--- config.mk ---
export PLATFORM = sky130hd
export DESIGN_NAME = scq_victim_sel
export DESIGN_NICKNAME = d
export VERILOG_FILES = /design/src/rtl/scq_pkg.sv /design/src/rtl/scq_ring.sv /design/src/rtl/scq_refbits.sv /design/src/rtl/scq_scan_ctrl.sv /design/src/rtl/scq_victim_sel.sv
export SDC_FILE = /design/constraint.sdc
export NUM_CORES = 1
export LEC_CHECK = 0
export ABC_AREA = 1
export ABC_CLOCK_PERIOD_IN_PS = 4800
export CORE_MARGIN = 8
export CORE_UTILIZATION = 40
export DETAILED_ROUTE_END_ITERATION = 10
export HOLD_SLACK_MARGIN = 0.12
export PLACE_DENSITY_LB_ADDON = 0.12
export SLEW_MARGIN = 20
export SYNTH_ARGS = -nofsm -noshare
export SYNTH_HDL_FRONTEND = slang
export SYNTH_SLANG_ARGS = --single-unit
--- constraint.sdc ---
create_clock -name clk -period 4.8 [get_ports clk]
set_clock_uncertainty 0.15 [all_clocks]
set_input_delay 1.2 -clock clk [delete_from_list [all_inputs] [get_ports clk]]
set_output_delay 1.2 -clock clk [all_outputs]
set_load 0.01 [all_outputs]
--- src/rtl/scq_pkg.sv ---
// Package: shared types for the second-chance victim selector.
// Assumes nothing beyond IEEE 1800-2017.
package scq_pkg;
    typedef enum logic {
        SCQ_IDLE = 1'b0,
        SCQ_SCAN = 1'b1
    } scq_state_e;
endpackage

--- src/rtl/scq_ring.sv ---
// Module: circular queue of frame indices.
// Function: push appends at the tail, pop drops the head, recycle moves the head to the tail.
// Assumes: the owner never pushes while full, never pops while empty, and never pushes
// in the same cycle as a pop or recycle.
module scq_ring #(
    parameter int DEPTH = 8,
    parameter int IDX_W = 3,
    parameter int CNT_W = 4
) (
    input  logic             clk,
    input  logic             rst_n,
    input  logic             push,
    input  logic [IDX_W-1:0] push_idx,
    input  logic             pop,
    input  logic             recycle,
    output logic [IDX_W-1:0] head_idx,
    output logic [CNT_W-1:0] count,
    output logic             full,
    output logic             empty
);
    logic [IDX_W-1:0] slot_q [DEPTH];
    logic [IDX_W-1:0] head_q, tail_q;
    logic [CNT_W-1:0] count_q;

    function automatic logic [IDX_W-1:0] bump(input logic [IDX_W-1:0] p);
        return (p == IDX_W'(DEPTH - 1)) ? '0 : p + 1'b1;
    endfunction

    // Slot storage: write the tail entry on a push or on a recycle.
    always_ff @(posedge clk) begin
        if (push || recycle)
            slot_q[tail_q] <= recycle ? slot_q[head_q] : push_idx;
    end

    // Pointers and occupancy count.
    always_ff @(posedge clk) begin
        if (!rst_n) begin
            head_q  <= '0;
            tail_q  <= '0;
            count_q <= '0;
        end else begin
            if (push || recycle) tail_q <= bump(tail_q);
            if (pop || recycle)  head_q <= bump(head_q);
            unique case ({push, pop})
                2'b10:   count_q <= count_q + CNT_W'(1);
                2'b01:   count_q <= count_q - CNT_W'(1);
                default: count_q <= count_q;
            endcase
        end
    end

    // Status outputs.
    always_comb begin
        head_idx = slot_q[head_q];
        count    = count_q;
        full     = (count_q == CNT_W'(DEPTH));
        empty    = (count_q == '0);
    end
endmodule

--- src/rtl/scq_refbits.sv ---
// Module: one reference bit per frame.
// Function: a set request beats both a global clear and a single-bit drop in the same cycle.
// Assumes: index inputs are below N.
module scq_refbits #(
    parameter int N     = 8,
    parameter int IDX_W = 3
) (
    input  logic             clk,
    input  logic             rst_n,
    input  logic             set_v,
    input  logic [IDX_W-1:0] set_idx,
    input  logic             clr_all,
    input  logic             drop_v,
    input  logic [IDX_W-1:0] drop_idx,
    output logic [N-1:0]     bits
);
    for (genvar g = 0; g < N; g++) begin : g_bit
        // Per-frame bit update, with set taking priority.
        always_ff @(posedge clk) begin
            if (!rst_n)
                bits[g] <= 1'b0;
            else if (set_v && (set_idx == IDX_W'(g)))
                bits[g] <= 1'b1;
            else if (clr_all || (drop_v && (drop_idx == IDX_W'(g))))
                bits[g] <= 1'b0;
        end
    end
endmodule

--- src/rtl/scq_scan_ctrl.sv ---
// Module: scan controller.
// Function: accepts requests and enqueues, walks the head one entry per clock while scanning,
// and registers the victim and the error pulses.
// Assumes: head_hit is valid whenever the queue is non-empty.
module scq_scan_ctrl
    import scq_pkg::*;
#(
    parameter int IDX_W = 3
) (
    input  logic             clk,
    input  logic             rst_n,
    input  logic             victim_req,
    input  logic             enq_valid,
    input  logic             q_full,
    input  logic             q_empty,
    input  logic             head_hit,
    input  logic [IDX_W-1:0] head_idx,
    output logic             enq_ok,
    output logic             recycle,
    output logic             pop,
    output logic             busy,
    output logic             victim_valid,
    output logic [IDX_W-1:0] victim_idx,
    output logic             empty_err,
    output logic             enq_reject
);
    scq_state_e state_q, state_d;
    logic       idle, start;

    // Decode the actions for this cycle.
    always_comb begin
        idle    = (state_q == SCQ_IDLE);
        enq_ok  = enq_valid && idle && !q_full;
        start   = victim_req && idle && (!q_empty || enq_ok);
        recycle = !idle && head_hit;
        pop     = !idle && !head_hit;
        busy    = !idle;
    end

    // Next-state selection.
    always_comb begin
        state_d = state_q;
        if (idle && start)  state_d = SCQ_SCAN;
        else if (!idle && pop) state_d = SCQ_IDLE;
    end

    // State and registered result pulses.
    always_ff @(posedge clk) begin
        if (!rst_n) begin
            state_q      <= SCQ_IDLE;
            victim_valid <= 1'b0;
            victim_idx   <= '0;
            empty_err    <= 1'b0;
            enq_reject   <= 1'b0;
        end else begin
            state_q      <= state_d;
            victim_valid <= pop;
            if (pop) victim_idx <= head_idx;
            empty_err    <= victim_req && idle && q_empty && !enq_ok;
            enq_reject   <= enq_valid && !enq_ok;
        end
    end
endmodule

--- src/rtl/scq_victim_sel.sv ---
// Module: second-chance victim selector (top).
// Function: joins the frame queue, the reference bits and the scan controller.
// Assumes: frame indices driven in are below NUM_FRAMES.
module scq_victim_sel #(
    parameter int NUM_FRAMES = 8,
    localparam int IDX_W = (NUM_FRAMES > 1) ? $clog2(NUM_FRAMES) : 1,
    localparam int CNT_W = $clog2(NUM_FRAMES + 1)
) (
    input  logic             clk,
    input  logic             rst_n,
    input  logic             ref_valid,
    input  logic [IDX_W-1:0] ref_idx,
    input  logic             clr_refs,
    input  logic             enq_valid,
    input  logic [IDX_W-1:0] enq_idx,
    input  logic             victim_req,
    output logic             victim_valid,
    output logic [IDX_W-1:0] victim_idx,
    output logic             empty_err,
    output logic             enq_reject,
    output logic             busy
);
    logic                  enq_ok, recycle, pop, head_hit;
    logic                  q_full, q_empty;
    logic [IDX_W-1:0]      head_idx;
    logic [CNT_W-1:0]      q_count;
    logic [NUM_FRAMES-1:0] ref_bits;
    logic                  drop_v;
    logic [IDX_W-1:0]      drop_idx;

    // A head counts as referenced if its bit is set or it is being accessed now.
    always_comb begin
        head_hit = ref_bits[head_idx] || (ref_valid && (ref_idx == head_idx));
        drop_v   = enq_ok || recycle;
        drop_idx = enq_ok ? enq_idx : head_idx;
    end

    scq_ring #(.DEPTH(NUM_FRAMES), .IDX_W(IDX_W), .CNT_W(CNT_W)) ring_i (
        .clk(clk), .rst_n(rst_n),
        .push(enq_ok), .push_idx(enq_idx),
        .pop(pop), .recycle(recycle),
        .head_idx(head_idx), .count(q_count),
        .full(q_full), .empty(q_empty)
    );

    scq_refbits #(.N(NUM_FRAMES), .IDX_W(IDX_W)) bits_i (
        .clk(clk), .rst_n(rst_n),
        .set_v(ref_valid), .set_idx(ref_idx),
        .clr_all(clr_refs),
        .drop_v(drop_v), .drop_idx(drop_idx),
        .bits(ref_bits)
    );

    scq_scan_ctrl #(.IDX_W(IDX_W)) ctrl_i (
        .clk(clk), .rst_n(rst_n),
        .victim_req(victim_req), .enq_valid(enq_valid),
        .q_full(q_full), .q_empty(q_empty),
        .head_hit(head_hit), .head_idx(head_idx),
        .enq_ok(enq_ok), .recycle(recycle), .pop(pop), .busy(busy),
        .victim_valid(victim_valid), .victim_idx(victim_idx),
        .empty_err(empty_err), .enq_reject(enq_reject)
    );
endmodule

==> results.md <==
* Status: finished, final reports clean
* Slew @ Worst Pin at a little over 0.9 ns
* Clk network pwr share at 16.9%
* CTS tree: done
* Crit path max fanout at 8
* Reg2Reg Capture Point: ring_i.count[3]
* Drt drc at 0
* Met3 Use GR at approximately 3.4%
* Synth Area in Compound Gates at between 7 and 8%
* Max-Cap Viols at 0
* H-Tree Depth at 2
* Worst setup SP type: input port
* Max Slew Vio Count at 0
* CTS Buf Count at 5
* Slew HR at 37.65%
* DRT Pass-1 Iters at 4
* Primary FF master, synth: dfxtp_1
* Initial antenna violation count at 0
* ANT cells at 0
* Share of layout cells above drive strength 1 at between 5 and 6%
* Adder and majority gate portion of the synthesized area at between 4 and 5%
* Syn_area_per_cell at roughly 7.8 um^2
* Syn nets at about 350
* Post-cts hold buffer count at 0
* Hold Crit Depth at 1
* RSZ-0062 raised after global routing: false
* Mux cell area share after synthesis at 0%
* Largest net degree at the start of global routing at 18
* Synth Area in Simple Gates at just under 30%
* Cells after DPL at around 420
* Nets at 372
* Post-CTS Setup Inserts at 0
* Die Area at slightly above 9000 um^2
* TNS Setup at 0 ns
* Syn. warnings at 0
* GRT overflow at 0
* #FFs+latches synth at 52
* Hold EP: ring_i.count[0]
* Global route hottest layer: met2
* GPL Wtd Cong at between 0.8 and 0.9
* # IOs at 19
* Commonest non-fill, non-tap cells in the layout: nand2_1 (93), inv_1 (47), nor2_1 (42)
* Worst Path Class, Setup: input port to flip-flop
* Worst-path clk slew at around 0.10 ns
* Vias per inst at roughly 4.8
* Synth Cell Area at approximately 2600 um^2
* Tcrit/Tclk final at between 70% and 80%
* Part of the power in combinational logic at approximately two fifths
* FP Rows at 29
* Area growth syn-to-layout at 12.97%
* Fin crit period at 3.680 ns
* Switching power at ~0.00064 W
* Setup Viol. Count Final at 0
* Final cell count without fillers at 430
* Met1 GRT Util at 17.28%
* CTS root buf: clkbuf_8
* Post-cts sizing count at 0
* Worst vdd ir at 0.0002147 V
* Seq pwr share at 41.1%
* Leak Pwr at around 1.3 nW
* Port bufs at 18
* Die width at approximately 96 um
* EDFF count, synth at 24
* WP data arrival at approximately 3.7 ns
* First-pass GRT wire length at approximately 9.5 mm
* Peak Freq at approximately 270 MHz
* Routed WL at about 5.5 mm
* Routed Antenna Nets at 0
* Worst-Skew Late Latency at around 0.31 ns
* Synth Area in XOR/XNOR at less than 1%
* Max clock buf depth at 2
* Die H at between 90 and 100 um
* Hold_ws at 0.3409 ns
* Asr flop ratio synth at 0%
* Register area share after synthesis at approximately half
* Hold Crit Start: ring_i.count[0]
* Drt initial violations at approximately 120
* Synthesized netlist cell count at around 330
* Core ar. at 6277 um^2
* Commonest non-fill, non-tap cell in the layout: nand2_1
* Sw frac at 42.03%
* Vias in the first global route at a little under 2k
* Final hold violations at 0
* Vias at around 2.1k
* Cell variety after synth at 26
* Largest family of logic cells by synthesized area: simple AND/OR/NAND/NOR gates
* FF-to-FF path depth at 22
* Internal power at approximately 0.0009 W
* Initial core utilization at 41.04%
* Total track usage at a little over an eighth
* Met2 Usage GRT at about a fifth
* Avg WL per Cell at 12.87 um
* Filler Cell Count at around 640
* Final HPWL DP at slightly above 4 mm
* CP Capture Type: flip-flop
* Worst EP required at approximately 4.9 ns
* Pwr Density at 525.5 nW/um^2
* Hold crit path type: flip-flop to flip-flop
* R2R setup slack at roughly 1.2 ns
* Clock sink count at 52
==> cells by family (layout without fill, tap and decap cells) <==
| family | Yosys count | in the layout |
|---|---|---|
| compound gates | 36 | 36 |
| xor+xnor | 1 | 1 |
| buf+inv | 57 | 78 |
| fa+ha+maj | 8 | 8 |
| flops | 52 | 52 |
| simple gates | 178 | 178 |
==> registers in the layout, indices dropped and copies added, names as in the netlist, named ones only <==
| signal | count |
|---|---|
| ring_i.head_q | 3 |
| ctrl_i.busy | 1 |
| ring_i.slot_q | 24 |
| ring_i.count | 4 |
| ctrl_i.victim_valid | 1 |
| ctrl_i.victim_idx | 3 |
| ctrl_i.enq_reject | 1 |
| ctrl_i.empty_err | 1 |
| bits_i.bits | 8 |
| ring_i.tail_q | 3 |
==> critical path, stage by stage <==
cell	delay (ns)
clkdlybuf4s50_1	0.46
inv_1	0.12
nand3_1	0.08
nand2_1	0.06
nor2_1	0.04
nand2_1	0.07
nand3_2	0.13
nor2_2	0.26
ha_1	0.26
ha_1	0.28
nand2_1	0.07
nor2_1	0.03
a211oi_1	0.24
nor2_1	0.07
nor2_1	0.08
nand2_1	0.06
o21ai_0	0.15
a21oi_1	0.05
==> worst max path at each step <==
stage | startpoint | to | slack (ns) | cells after the start
2_1_floorplan | ref_idx[1] | ring_i.count[3] | 1.57 | 17
3_3_place_gp | ref_idx[0] | ring_i.count[3] | 0.91 | 18
3_5_place_dp | ref_idx[1] | ring_i.count[3] | 0.85 | 18
4_1_cts | ref_idx[1] | ring_i.count[3] | 1.17 | 18
5_1_grt | flip-flop | ring_i.count[3] | 0.78 | 22
6_report | ref_idx[1] | ring_i.count[3] | 1.12 | 18
==> layout make-up <==
| class | instances | area, um^2 | share of cell area [%] |
|---|---|---|---|
| flip-flops and latches | 52 | 1281 | 44.02 |
| multi-input cells | 223 | 1062 | 36.50 |
| well taps | 77 | 96.34 | 3.310 |
| clock buffers | 5 | 68.82 | 2.365 |
| repair buffers | 19 | 187.7 | 6.449 |
| inverters | 51 | 191.4 | 6.578 |
| clock inverters | 3 | 22.52 | 0.7739 |
==> power groups by stage <==
stage,clock network (W),registers [W],logic [W]
global placement,0,0.000640,0.000644
floorplan,0,0.000624,0.000476
finish,0.000258,0.000629,0.000642
detailed placement,0,0.000640,0.000644
CTS,0.000268,0.000630,0.000649
global route,0.000283,0.000640,0.000735
==> Yosys cell counts, types with 3 or more instances <==
| library cell | count | share of area, % |
|---|---|---|
| nand2_1 | 93 | 14 |
| inv_1 | 47 | 6.8 |
| nor2_1 | 42 | 6.1 |
| dfxtp_1 | 28 | 22 |
| nand3_1 | 26 | 5.1 |
| edfxtp_1 | 24 | 28 |
| a21oi_1 | 19 | 3.7 |
| o21ai_0 | 16 | 3.1 |
| ha_1 | 7 | 3.4 |
| nor3_1 | 6 | 1.2 |
| nand2_4 | 3 | 1.3 |
| nand3_2 | 3 | 1.2 |
==> stage by stage <==
stage | area, um^2 | utilization (%) | setup WS (ns) | power, W
2_1_floorplan | 2576 | - | 1.571 | 0.001100
3_3_place_gp | 2819 | 44.91 | 0.9124 | 0.001284
3_5_place_dp | 2819 | 44.91 | 0.8549 | 0.001284
4_1_cts | 2910 | 46.36 | 1.167 | 0.001547
5_1_grt | 2910 | 46.36 | 0.7826 | 0.001659
6_report | 2910 | 46.36 | 1.120 | 0.001529
==> metal layers <==
layer / wire (um) / up-vias
met5: 0 / -
met4: 89 / 0
met1: 2815 / 910
met3: 259 / 8
met2: 2369 / 37
li1: - / 1096
Note: power is estimated with default switching activity, not from simulation.
